`src/rtl/dma_page_pkg.sv`:
```
package dma_page_pkg;
    localparam int NCHAN   = 4;
    localparam int CHW     = $clog2(NCHAN);
    localparam int PAGE_W  = 8;
    localparam int HPAGE_W = 7;
    localparam int OFF_W   = 16;
    localparam int WIN_W   = 20;
    localparam int REG_AW  = 4;
    localparam int DATA_W  = 8;
    localparam int PHYS_W  = HPAGE_W + PAGE_W + OFF_W;

    localparam logic [REG_AW-1:0] ADDR_HPAGE0 = 4'd4;
    localparam logic [REG_AW-1:0] ADDR_BOUND  = 4'd8;
    localparam logic [REG_AW-1:0] ADDR_ACC    = 4'd9;
    localparam logic [DATA_W-1:0] ACC_RESET   = 8'hB4;
    localparam int                TRUNC_BIT   = 2;

    typedef enum logic [2:0] {
        K_PAGE, K_HPAGE, K_BOUND, K_ACC, K_NONE
    } reg_kind_e;

    typedef logic [NCHAN-1:0][PAGE_W-1:0]  page_arr_t;
    typedef logic [NCHAN-1:0][HPAGE_W-1:0] hpage_arr_t;

    function automatic reg_kind_e reg_kind(input logic [REG_AW-1:0] a);
        if (a < ADDR_HPAGE0)      return K_PAGE;
        else if (a < ADDR_BOUND)  return K_HPAGE;
        else if (a == ADDR_BOUND) return K_BOUND;
        else if (a == ADDR_ACC)   return K_ACC;
        else                      return K_NONE;
    endfunction

    function automatic logic [PAGE_W-1:0] bound_decode(input logic [1:0] code);
        case (code)
            2'd1:    return 8'h0F;
            2'd3:    return 8'hFF;
            default: return 8'h00;
        endcase
    endfunction

    function automatic logic [PAGE_W-1:0] page_step(input logic [PAGE_W-1:0] pg,
                                                     input logic [PAGE_W-1:0] msk,
                                                     input logic down);
        logic [PAGE_W-1:0] nxt;
        nxt = down ? pg - 1'b1 : pg + 1'b1;
        return (nxt & msk) | (pg & ~msk);
    endfunction

    function automatic logic [CHW-1:0] page_slot_chan(input logic [CHW-1:0] s);
        return s + CHW'(1);
    endfunction

    function automatic logic [CHW-1:0] hpage_slot_chan(input logic [CHW-1:0] s);
        return s - CHW'(2);
    endfunction
endpackage

```
`src/rtl/dma_page_decode.sv`:
```
module dma_page_decode
    import dma_page_pkg::*;
(
    input  logic [REG_AW-1:0] reg_addr,
    input  logic              wr_en,
    input  logic [CHW-1:0]    bound_sel,
    output logic [NCHAN-1:0]  page_we,
    output logic [NCHAN-1:0]  hpage_we,
    output logic [NCHAN-1:0]  bound_we,
    output logic              acc_we
);
    reg_kind_e      kind;
    logic [CHW-1:0] slot;

    always_comb begin
        kind     = reg_kind(reg_addr);
        slot     = reg_addr[CHW-1:0];
        page_we  = '0;
        hpage_we = '0;
        bound_we = '0;
        acc_we   = 1'b0;
        if (wr_en) begin
            case (kind)
                K_PAGE:  page_we[page_slot_chan(slot)]   = 1'b1;
                K_HPAGE: hpage_we[hpage_slot_chan(slot)] = 1'b1;
                K_BOUND: bound_we[bound_sel]             = 1'b1;
                K_ACC:   acc_we                          = 1'b1;
                default: ;
            endcase
        end
    end
endmodule

```
`src/rtl/dma_page_chan.sv`:
```
module dma_page_chan
    import dma_page_pkg::*;
#(
    parameter int IDX = 0
) (
    input  logic               clk,
    input  logic               rst,
    input  logic               page_we,
    input  logic               hpage_we,
    input  logic               bound_we,
    input  logic [PAGE_W-1:0]  wr_data,
    input  logic [1:0]         bound_code,
    input  logic               done_valid,
    input  logic [CHW-1:0]     done_chan,
    input  logic               done_carry,
    input  logic               dir_down,
    output logic [PAGE_W-1:0]  page,
    output logic [HPAGE_W-1:0] hpage,
    output logic [PAGE_W-1:0]  mask
);
    logic step_en;

    assign step_en = done_valid && (done_chan == CHW'(IDX)) && done_carry && (mask != '0);

    always_ff @(posedge clk) begin
        if (rst) begin
            page  <= '0;
            hpage <= '0;
            mask  <= '0;
        end else begin
            if (bound_we) mask  <= bound_decode(bound_code);
            if (hpage_we) hpage <= wr_data[HPAGE_W-1:0];
            if (page_we)      page <= wr_data;
            else if (step_en) page <= page_step(page, mask, dir_down);
        end
    end
endmodule

```
`src/rtl/dma_page_addr.sv`:
```
module dma_page_addr
    import dma_page_pkg::*;
(
    input  page_arr_t          pages,
    input  hpage_arr_t         hpages,
    input  logic [CHW-1:0]     cur_chan,
    input  logic [OFF_W-1:0]   cur_addr,
    input  logic               trunc,
    output logic [PHYS_W-1:0]  phys_addr
);
    localparam logic [PHYS_W-1:0] WIN_MASK = {{(PHYS_W-WIN_W){1'b0}}, {WIN_W{1'b1}}};

    logic [PHYS_W-1:0] full;

    always_comb begin
        full      = {hpages[cur_chan], pages[cur_chan], cur_addr};
        phys_addr = trunc ? (full & WIN_MASK) : full;
    end
endmodule

```
`src/rtl/dma_page_ext.sv`:
```
module dma_page_ext
    import dma_page_pkg::*;
(
    input  logic                   clk,
    input  logic                   rst,
    input  logic [REG_AW-1:0]      reg_addr,
    input  logic                   wr_en,
    input  logic [DATA_W-1:0]      wr_data,
    input  logic                   rd_en,
    output logic [DATA_W-1:0]      rd_data,
    input  logic [NCHAN-1:0]       dir_down,
    input  logic [CHW-1:0]         cur_chan,
    input  logic [OFF_W-1:0]       cur_addr,
    input  logic                   done_valid,
    input  logic [CHW-1:0]         done_chan,
    input  logic                   done_carry,
    output logic [PHYS_W-1:0]      phys_addr
);
    logic [NCHAN-1:0] page_we, hpage_we, bound_we;
    logic             acc_we;
    logic [DATA_W-1:0] acc_q;
    page_arr_t        page_q;
    page_arr_t        mask_q;
    hpage_arr_t       hpage_q;

    dma_page_decode u_dec (
        .reg_addr (reg_addr),
        .wr_en    (wr_en),
        .bound_sel(wr_data[CHW-1:0]),
        .page_we  (page_we),
        .hpage_we (hpage_we),
        .bound_we (bound_we),
        .acc_we   (acc_we)
    );

    for (genvar c = 0; c < NCHAN; c++) begin : g_chan
        dma_page_chan #(.IDX(c)) u_chan (
            .clk       (clk),
            .rst       (rst),
            .page_we   (page_we[c]),
            .hpage_we  (hpage_we[c]),
            .bound_we  (bound_we[c]),
            .wr_data   (wr_data),
            .bound_code(wr_data[3:2]),
            .done_valid(done_valid),
            .done_chan (done_chan),
            .done_carry(done_carry),
            .dir_down  (dir_down[c]),
            .page      (page_q[c]),
            .hpage     (hpage_q[c]),
            .mask      (mask_q[c])
        );
    end

    always_ff @(posedge clk) begin
        if (rst)         acc_q <= ACC_RESET;
        else if (acc_we) acc_q <= wr_data;
    end

    always_comb begin
        if (!rd_en)                          rd_data = '0;
        else if (reg_kind(reg_addr) == K_ACC) rd_data = acc_q;
        else                                 rd_data = '1;
    end

    dma_page_addr u_addr (
        .pages    (page_q),
        .hpages   (hpage_q),
        .cur_chan (cur_chan),
        .cur_addr (cur_addr),
        .trunc    (acc_q[TRUNC_BIT]),
        .phys_addr(phys_addr)
    );
endmodule

```
`config.mk`:
```
export PLATFORM = sky130hd
export DESIGN_NAME = dma_page_ext
export DESIGN_NICKNAME = d
export VERILOG_FILES = /design/src/rtl/dma_page_pkg.sv /design/src/rtl/dma_page_decode.sv /design/src/rtl/dma_page_chan.sv /design/src/rtl/dma_page_addr.sv /design/src/rtl/dma_page_ext.sv
export SDC_FILE = /design/constraint.sdc
export NUM_CORES = 1
export LEC_CHECK = 0
export ABC_AREA = 1
export BUFFER_PORTS_ARGS = -buffer_cell sky130_fd_sc_hd__buf_2
export CAP_MARGIN = 20
export CELL_PAD_IN_SITES_DETAIL_PLACEMENT = 0
export CELL_PAD_IN_SITES_GLOBAL_PLACEMENT = 1
export CORE_AREA = 2 2 140 115
export CTS_BUF_LIST = sky130_fd_sc_hd__clkbuf_8
export CTS_CLUSTER_SIZE = 16
export DETAILED_ROUTE_END_ITERATION = 8
export DIE_AREA = 0 0 142 117
export GPL_TIMING_DRIVEN = 1
export PLACE_DENSITY_LB_ADDON = 0.1
export SLEW_MARGIN = 20
export SYNTH_ARGS = -nofsm -noshare
export SYNTH_HDL_FRONTEND = slang
export SYNTH_SLANG_ARGS = --single-unit
```
`constraint.sdc`:
```
create_clock -name clk -period 1.3 [get_ports clk]
set_input_delay 0.195 -clock clk [delete_from_list [all_inputs] [get_ports clk]]
set_output_delay 0.195 -clock clk [all_outputs]
set_load 0.05 [all_outputs]
```
* Word level (Yosys, flattened, before mapping)
Index checks and enable logic that the tools add are counted.
Cells by class: add/subtract/negate cells 10, multipliers 0, divide/modulo/power cells 0, $lt $le $gt $ge 9, equal/unequal tests 11, shift operators 0, muxes and demuxes 39, bitwise logic cells 16, reductions and logical operators 25
Operator list (number):
- $mux 8 | 15
- $and 8x8->8 | 8
- $add 8x1->8 const B | 4
- $not 8->8 | 4
- $or 8x8->8 | 4
- $reduce_bool 8->1 | 4
- $sub 8x1->8 const B | 4
- $mux 31 | 1
- $mux 4 | 6
- $bmux 8 s2 | 1
- $pmux 8 s2 | 1
- $logic_and 1x1->1 | 15
- $mux 3 | 5
- $bmux 7 s2 | 1
- $lt 2x3->1 const B | 4
- $eq 3x2->1 const B | 3
- $eq 4x4->1 const B | 2
- $reduce_bool 2->1 | 4
- $mux 7 | 1
- $demux 1 s2 | 3
- $eq 2x2->1 const B | 3
- $ge 2x1->1 const B | 3
- $mux 1 | 5
- $eq 2x1->1 const B | 2
- 7 further kinds | 7
Storage, ports and cells: register bits after elaboration 100, bits in latches 0, bits in writable memories 0, ROM bits 0, bits of input ports 42, output and inout port bits 39, logic and storage cells 123, memories kept 0

* Logic depth before layout (Yosys ltp)
Gate-level depths: netlist of the first run.
depth in word-level cells 9, mapped depth 10, depth with buffers taken out 10

* Hierarchy
Synthesis of the first run repeated with hierarchy kept, for this count alone.
Unflattened totals: cell total of the unflattened synthesis 937, area total of the unflattened synthesis 6030.8 um2
Modules (own cells, without submodules):
- dma_page_chan at g_chan[1].u_chan | instances 1, cells an instance 170, area an instance 1183.6 um2, sequential area each 340.3 um2
- dma_page_chan at g_chan[2].u_chan | instances 1, cells an instance 167, area an instance 1182.4 um2, sequential area each 340.3 um2
- dma_page_chan at g_chan[0].u_chan | instances 1, cells an instance 166, area an instance 1158.6 um2, sequential area each 340.3 um2
- dma_page_chan at g_chan[3].u_chan | instances 1, cells an instance 162, area an instance 1149.9 um2, sequential area each 340.3 um2
- dma_page_addr | instances 1, cells an instance 172, area an instance 773.2 um2, sequential area each 0.0 um2
- dma_page_ext | instances 1, cells an instance 67, area an instance 445.4 um2, sequential area each 160.2 um2
- dma_page_decode | instances 1, cells an instance 33, area an instance 137.6 um2, sequential area each 0.0 um2

* Least setup slack after synthesis of the first run
No wires, ideal clock.
kind input to output, start point input port cur_chan[0], end point output port phys_addr[28], arrival time 1.604 ns, path slack -0.499 ns, cell stages on the path 6, buffers on the path 2, cells stage by stage buf_2 > buf_1 > nor2_1 > nor2_1 > o21ai_0 > a21oi_1
Between the ends: cells in the longest elaborated chain, start to end 3
Ends and longest elaborated chain:
- start, declared | RTL line dma_page_ext.sv:12 | input logic [CHW-1:0] cur_chan,
- $bmux 7 s2 | RTL line dma_page_addr.sv:16 | full = {hpages[cur_chan], pages[cur_chan], cur_addr};
- $mux 7 (implied by the code) | RTL line dma_page_addr.sv:16
- $mux 31 | RTL line dma_page_addr.sv:17 | phys_addr = trunc ? (full & WIN_MASK) : full;
- end, declared | RTL line dma_page_ext.sv:17 | output logic [PHYS_W-1:0] phys_addr
No other way between the ends. The select of a mux whose other input is x is not followed.

==> flow_summary.toml, run 1 <==
[status]
outcome = "complete, but fails checks"
violations = "negative setup slack"

[place]
dp.cells = 1120
place_ws_ns = -0.3023
place_hpwl_um = 13340
portBuffers = 48
placed_area_mm2 = 0.006589
place_congestion = 0.8398

[timing]
min_period_ns = 1.597
layout_setup_ws_ns = -0.2972
holdWs_ns = 0.1175
min_period_over_period_pct = 122.9
finClkSkew_ns = 0.01247
worst_pin_slew_ns = 0.4657
rsz0062_at_grt = "yes"
setup_violations = 33
fmax_ghz = 0.6261
slew_viol_final = 0
slew_headroom_pct = 68.95
fin_tns_setup_ns = -4.726
hold_viol_final = 0

[logic_synthesis]
synth_cell_types = 32
synth_fp_nets = 879
synthFlopType = "dfxtp_1"
synth.top_cell.area_share_pct = 29.21
synth_edf_count = 0
synth_warnings = 0
synth_seq_cells = 76
synth_area_mm2 = 0.005209
ys_seq_area_share_pct = 29.21
yosys-top-cells-area = "dfxtp_1, nand2_1, a21oi_1"
netlist_instances = 809
synthArstFlopShare_pct = 0
syn_area_per_cell_um2 = 6.438
synth_top_cell_by_area = "dfxtp_1"

[pwr]
power_density_mw_per_mm2 = 693.8
vdd_drop_max_v = 0.0004541
p_leak_nw = 3.444
finalPower_mw = 5.469

[finish]
area_growth_pct = 51.33
layout_commonest_cell = "nand2_1"
antennaDiodeCount = 0
final_cells = 1152
layout-drive-gt1-share_pct = 44.94
final_area_mm2 = 0.007883
layout_common_cells = "nand2_1, buf_4, inv_1"
fin_util_pct = 51.39
num-nets-final = 1024
fillers = 1488

[floorplan]
rows = 41
die_y_um = 117
boundaryPins = 81
start_util_pct = 33.96
coreArea_mm2 = 0.01534
fp.dieW_um = 142
fp.dieArea_mm2 = 0.01661

[global_route]
grt-ovfl-total = 0
grt_pass1_wl_um = 28420
grt_start_max_net_pins = 44
grt.total_usage_pct = 22.12
grt_pass1_vias = 5468
antenna_found_initial = 0

[drt]
first_pass_iters = 5
vias = 5703
via_per_inst = 4.951
drtIter0Drc = 274
wl_per_cell_um = 15.57
drc = 0
routed_wl_um = 17930
antenna_left = 0

[clock_tree]
clock_latency_ns = 0.38
clkTransAtPathRegs_ns = 0.09
htree_levels = 3
clockBufferDepth = 2
cts_tree = "done"
cts_hold_buf = 0
cts_root_buf = "clkbuf_8"
clock_sinks = 76
cts_buffers = 9

[worst_hold_path]
hold_path.class = "in -> reg"

[critical_path]
cp_max_fo = 3
worstPathArrival_ns = 1.40
path_delay_family = "flip-flops"
cp.required_ns = 1.11
worstPathCellList = "nor2_1, nor2_1, o21ai_2, a21oi_4, buf_6"
slowest_delay_ns = 0.38
crit_buf_inv = 1
critPathLaunchType = "flop"
cpMaxStageDelayCell = "dfxtp_4"
critPathCaptureType = "output port"
crit_type = "reg -> out"
critPathMostFrequentCell = "nor2_1"

[job]
cap_violations = 0
-- worst reg2reg max path, stage by stage (launching register included) --
cell and delay, ns:
dfxtp_2 0.33, buf_4 0.13, buf_6 0.11, ha_4 0.30, nand2_4 0.06, nand3b_1 0.20
nand2_1 0.10, nand2_1 0.05, nand3_1 0.07, a21oi_1 0.06
-- per-layer routing --
metal / up-vias / routed length [µm] / global-route usage, %
met1: 2641 / 8407 / 29.09
met3: 20 / 849 / 5.167
li1: 2921 / - / -
met2: 121 / 8463 / 37.26
met5: - / 0 / 0
met4: 0 / 212 / 5.000
-- final timing paths --
kind	from	endpoint	slack [ns]	cells after the start
worst max-delay path	flop	phys_addr[20]	-0.30	5
worst min-delay path	rst	flop	0.12	4
worst max register to register	flop	flop	-0.22	9
worst min register to register	acc_q[4]	acc_q[4]	0.50	2
-- cell usage after synthesis, types with 3 or more instances --
library cell / instances
a211oi_1: 5
a21oi_1: 87
buf_4: 19
clkbuf_1: 14
dfxtp_1: 76
fa_1: 4
ha_1: 24
inv_1: 109
inv_2: 4
nand2_1: 153
nand2_2: 4
nand3_1: 63
nand3b_1: 11
nand4_1: 6
nor2_1: 90
nor2_2: 5
nor2_4: 8
nor3_1: 11
o211ai_1: 4
o21ai_0: 83
o22ai_1: 3
or2_2: 6
xor2_1: 4
-- cells by family (layout without fill, tap and decap cells) --
kind of cell    after synthesis  in the layout  synth area share (%)
buf+inv                     153            303                 12.73
simple gates                360            360                 31.32
fa+ha+maj                    28             28                 7.303
flops                        76             76                 29.21
compound gates              186            186                 18.42
xor+xnor                      6              6                 1.009
-- final cells by class --
class	instances	area (µm²)	share of cell area (%)
Clock buffer	9	123.9	1.571
Clock inverter	7	60.06	0.7619
Inverter	115	436.7	5.540
Multi-Input combinational cell	580	3980	50.49
Sequential cell	76	1590	20.17
Tap cell	193	241.5	3.063
Timing Repair Buffer	172	1450	18.40
-- repair_timing --
item                                    in CTS  in global routing
endpoints found under the setup margin      47                 49
setup buffers                                6                 11
pin swaps                                   63                 71
resized for setup                          198                109
gates cloned                                 0                  0
hold endpoints to repair                     0                  0
-- report_power, final --
part	internal, mW	total, mW	switching (mW)
sequential	2.36	2.39	0.0293
clock	0.722	1.78	1.06
combinational	0.523	1.30	0.782
No activity file was read; power rests on OpenSTA's default activity.
==> run 2, diff against run 1 <==
CORE_AREA = 2 2 113 142   (was 2 2 140 115)
DIE_AREA = 0 0 115 144   (was 0 0 142 117)
GPL_ROUTABILITY_DRIVEN = 0   (was unset)
PLACE_DENSITY = 0.81   (was unset)
PLACE_DENSITY_LB_ADDON = unset   (was 0.1)
==> flow_summary.toml, run 2 (same netlist as run 1, synthesis figures left out) <==
[finish]
fin_util_pct = 50.84
layout_commonest_cell = "nand2_1"
final_cells = 1131
area_growth_pct = 49.48
layout_common_cells = "nand2_1, inv_1, buf_4"
layout-drive-gt1-share_pct = 42.92
antennaDiodeCount = 0
num-nets-final = 1012
fillers = 1493

[clock_tree]
clock_latency_ns = 0.36
cts_hold_buf = 0
cts_tree = "done"
htree_levels = 3
clkTransAtPathRegs_ns = 0.09
cts_root_buf = "clkbuf_8"
clockBufferDepth = 2
clock_sinks = 76
cts_buffers = 9

[global_route]
grt-ovfl-total = 0
antenna_found_initial = 0
grt.total_usage_pct = 20.53
grt_pass1_wl_um = 26870
grt_pass1_vias = 5285
grt_start_max_net_pins = 38

[timing]
slew_headroom_pct = 72.57
fmax_ghz = 0.6301
worst_pin_slew_ns = 0.4099
rsz0062_at_grt = "yes"
hold_viol_final = 0
finClkSkew_ns = 0.008020
min_period_over_period_pct = 122.1
min_period_ns = 1.587
setup_violations = 34
holdWs_ns = 0.08850
slew_viol_final = 0
fin_tns_setup_ns = -4.260
layout_setup_ws_ns = -0.2871

[drt]
routed_wl_um = 17060
wl_per_cell_um = 15.09
vias = 5643
drtIter0Drc = 274
via_per_inst = 4.989
antenna_left = 0
first_pass_iters = 4
drc = 0

[floorplan]
fp.dieArea_mm2 = 0.01656
rows = 51
start_util_pct = 34.01
fp.dieW_um = 115
boundaryPins = 81
coreArea_mm2 = 0.01531
die_y_um = 144

[critical_path]
worstPathCellList = "buf_4, o21ai_2, o22ai_4, clkbuf_4"
slowest_delay_ns = 0.33
r2r_cells = 10
cpMaxStageDelayCell = "dfxtp_1"
worstPathArrival_ns = 1.39
cp_max_fo = 2
cp.required_ns = 1.11
crit_type = "reg -> out"
r2r_slack_ns = -0.19
crit_buf_inv = 2
critPathCaptureType = "output port"
critPathLaunchType = "flop"
path_delay_family = "buffers and inverters"
worstSetupPathDepth = 4

[pwr]
p_leak_nw = 3.387
vdd_drop_max_v = 0.0003996
power_density_mw_per_mm2 = 732.3
finalPower_mw = 5.702

[place]
place_hpwl_um = 12560
portBuffers = 48
dp.cells = 1109

[job]
cap_violations = 0

[status]
violations = "negative setup slack"
outcome = "complete, but fails checks"

[worst_hold_path]
holdPathStages = 2
min_to = "g_chan[3].u_chan.mask[6]"
hold_path.class = "in -> reg"
min_from = "rst"
run 2: cell count changes in the layout (fill, tap and decap cells not counted), moves of 3 or more:
cell	delta
nand3_2	+6
nand3_1	-5
a21oi_1	+3
buf_4	-12
nor2_2	-9
nor2_1	+9
o21ai_1	+5
dfxtp_4	-3
o21ai_2	-4
dfxtp_1	+5
run 2: how the worst max path moves through the flow:
stage	from	to	slack (ns)
after floorplan	flop	flop	-0.03
after global placement	cur_chan[0]	phys_addr[23]	-0.26
after detailed placement	dir_down[3]	flop	-0.27
after CTS	flop	phys_addr[18]	-0.28
after global routing	flop	phys_addr[21]	-0.32
final	flop	phys_addr[18]	-0.29
run 2: cell type report:
type / count / area [µm²] / area share, %
Clock buffer: 9 / 123.9 / 1.591
Sequential cell: 76 / 1577 / 20.25
Timing Repair Buffer: 160 / 1340 / 17.21
Clock inverter: 6 / 90.09 / 1.157
Multi-Input combinational cell: 580 / 3984 / 51.17
Inverter: 115 / 440.4 / 5.656
Tap cell: 185 / 231.5 / 2.973
run 2: where the power goes:
group          total [mW]  internal, mW  switching [mW]
combinational        1.29         0.515           0.773
clock                2.02          1.07           0.951
sequential           2.39          2.36          0.0288
run 2: layer usage:
metal	up-vias	global-route usage [%]	part of all wire, %	routed length, µm
met2	104	35.29	49	8392
li1	2891	-	-	-
met4	0	7.356	2.9	496
met3	29	2.808	3.3	570
met1	2619	26.17	45	7603
met5	-	0	0	0
run 2: metrics by stage:
stage / cell area, µm² / setup slack, ns
finish: 7786 / -0.2871
global route: 7786 / -0.3158
CTS: 7353 / -0.2814
detailed placement: 6531 / -0.2746
global placement: 6531 / -0.2584
floorplan: 5453 / -0.03273
run 2: repair_timing:
| action | in CTS | in global routing |
|---|---|---|
| setup buffers | 5 | 2 |
| setup endpoints to repair | 42 | 48 |
| pin swaps | 66 | 57 |
| resized for setup | 192 | 103 |
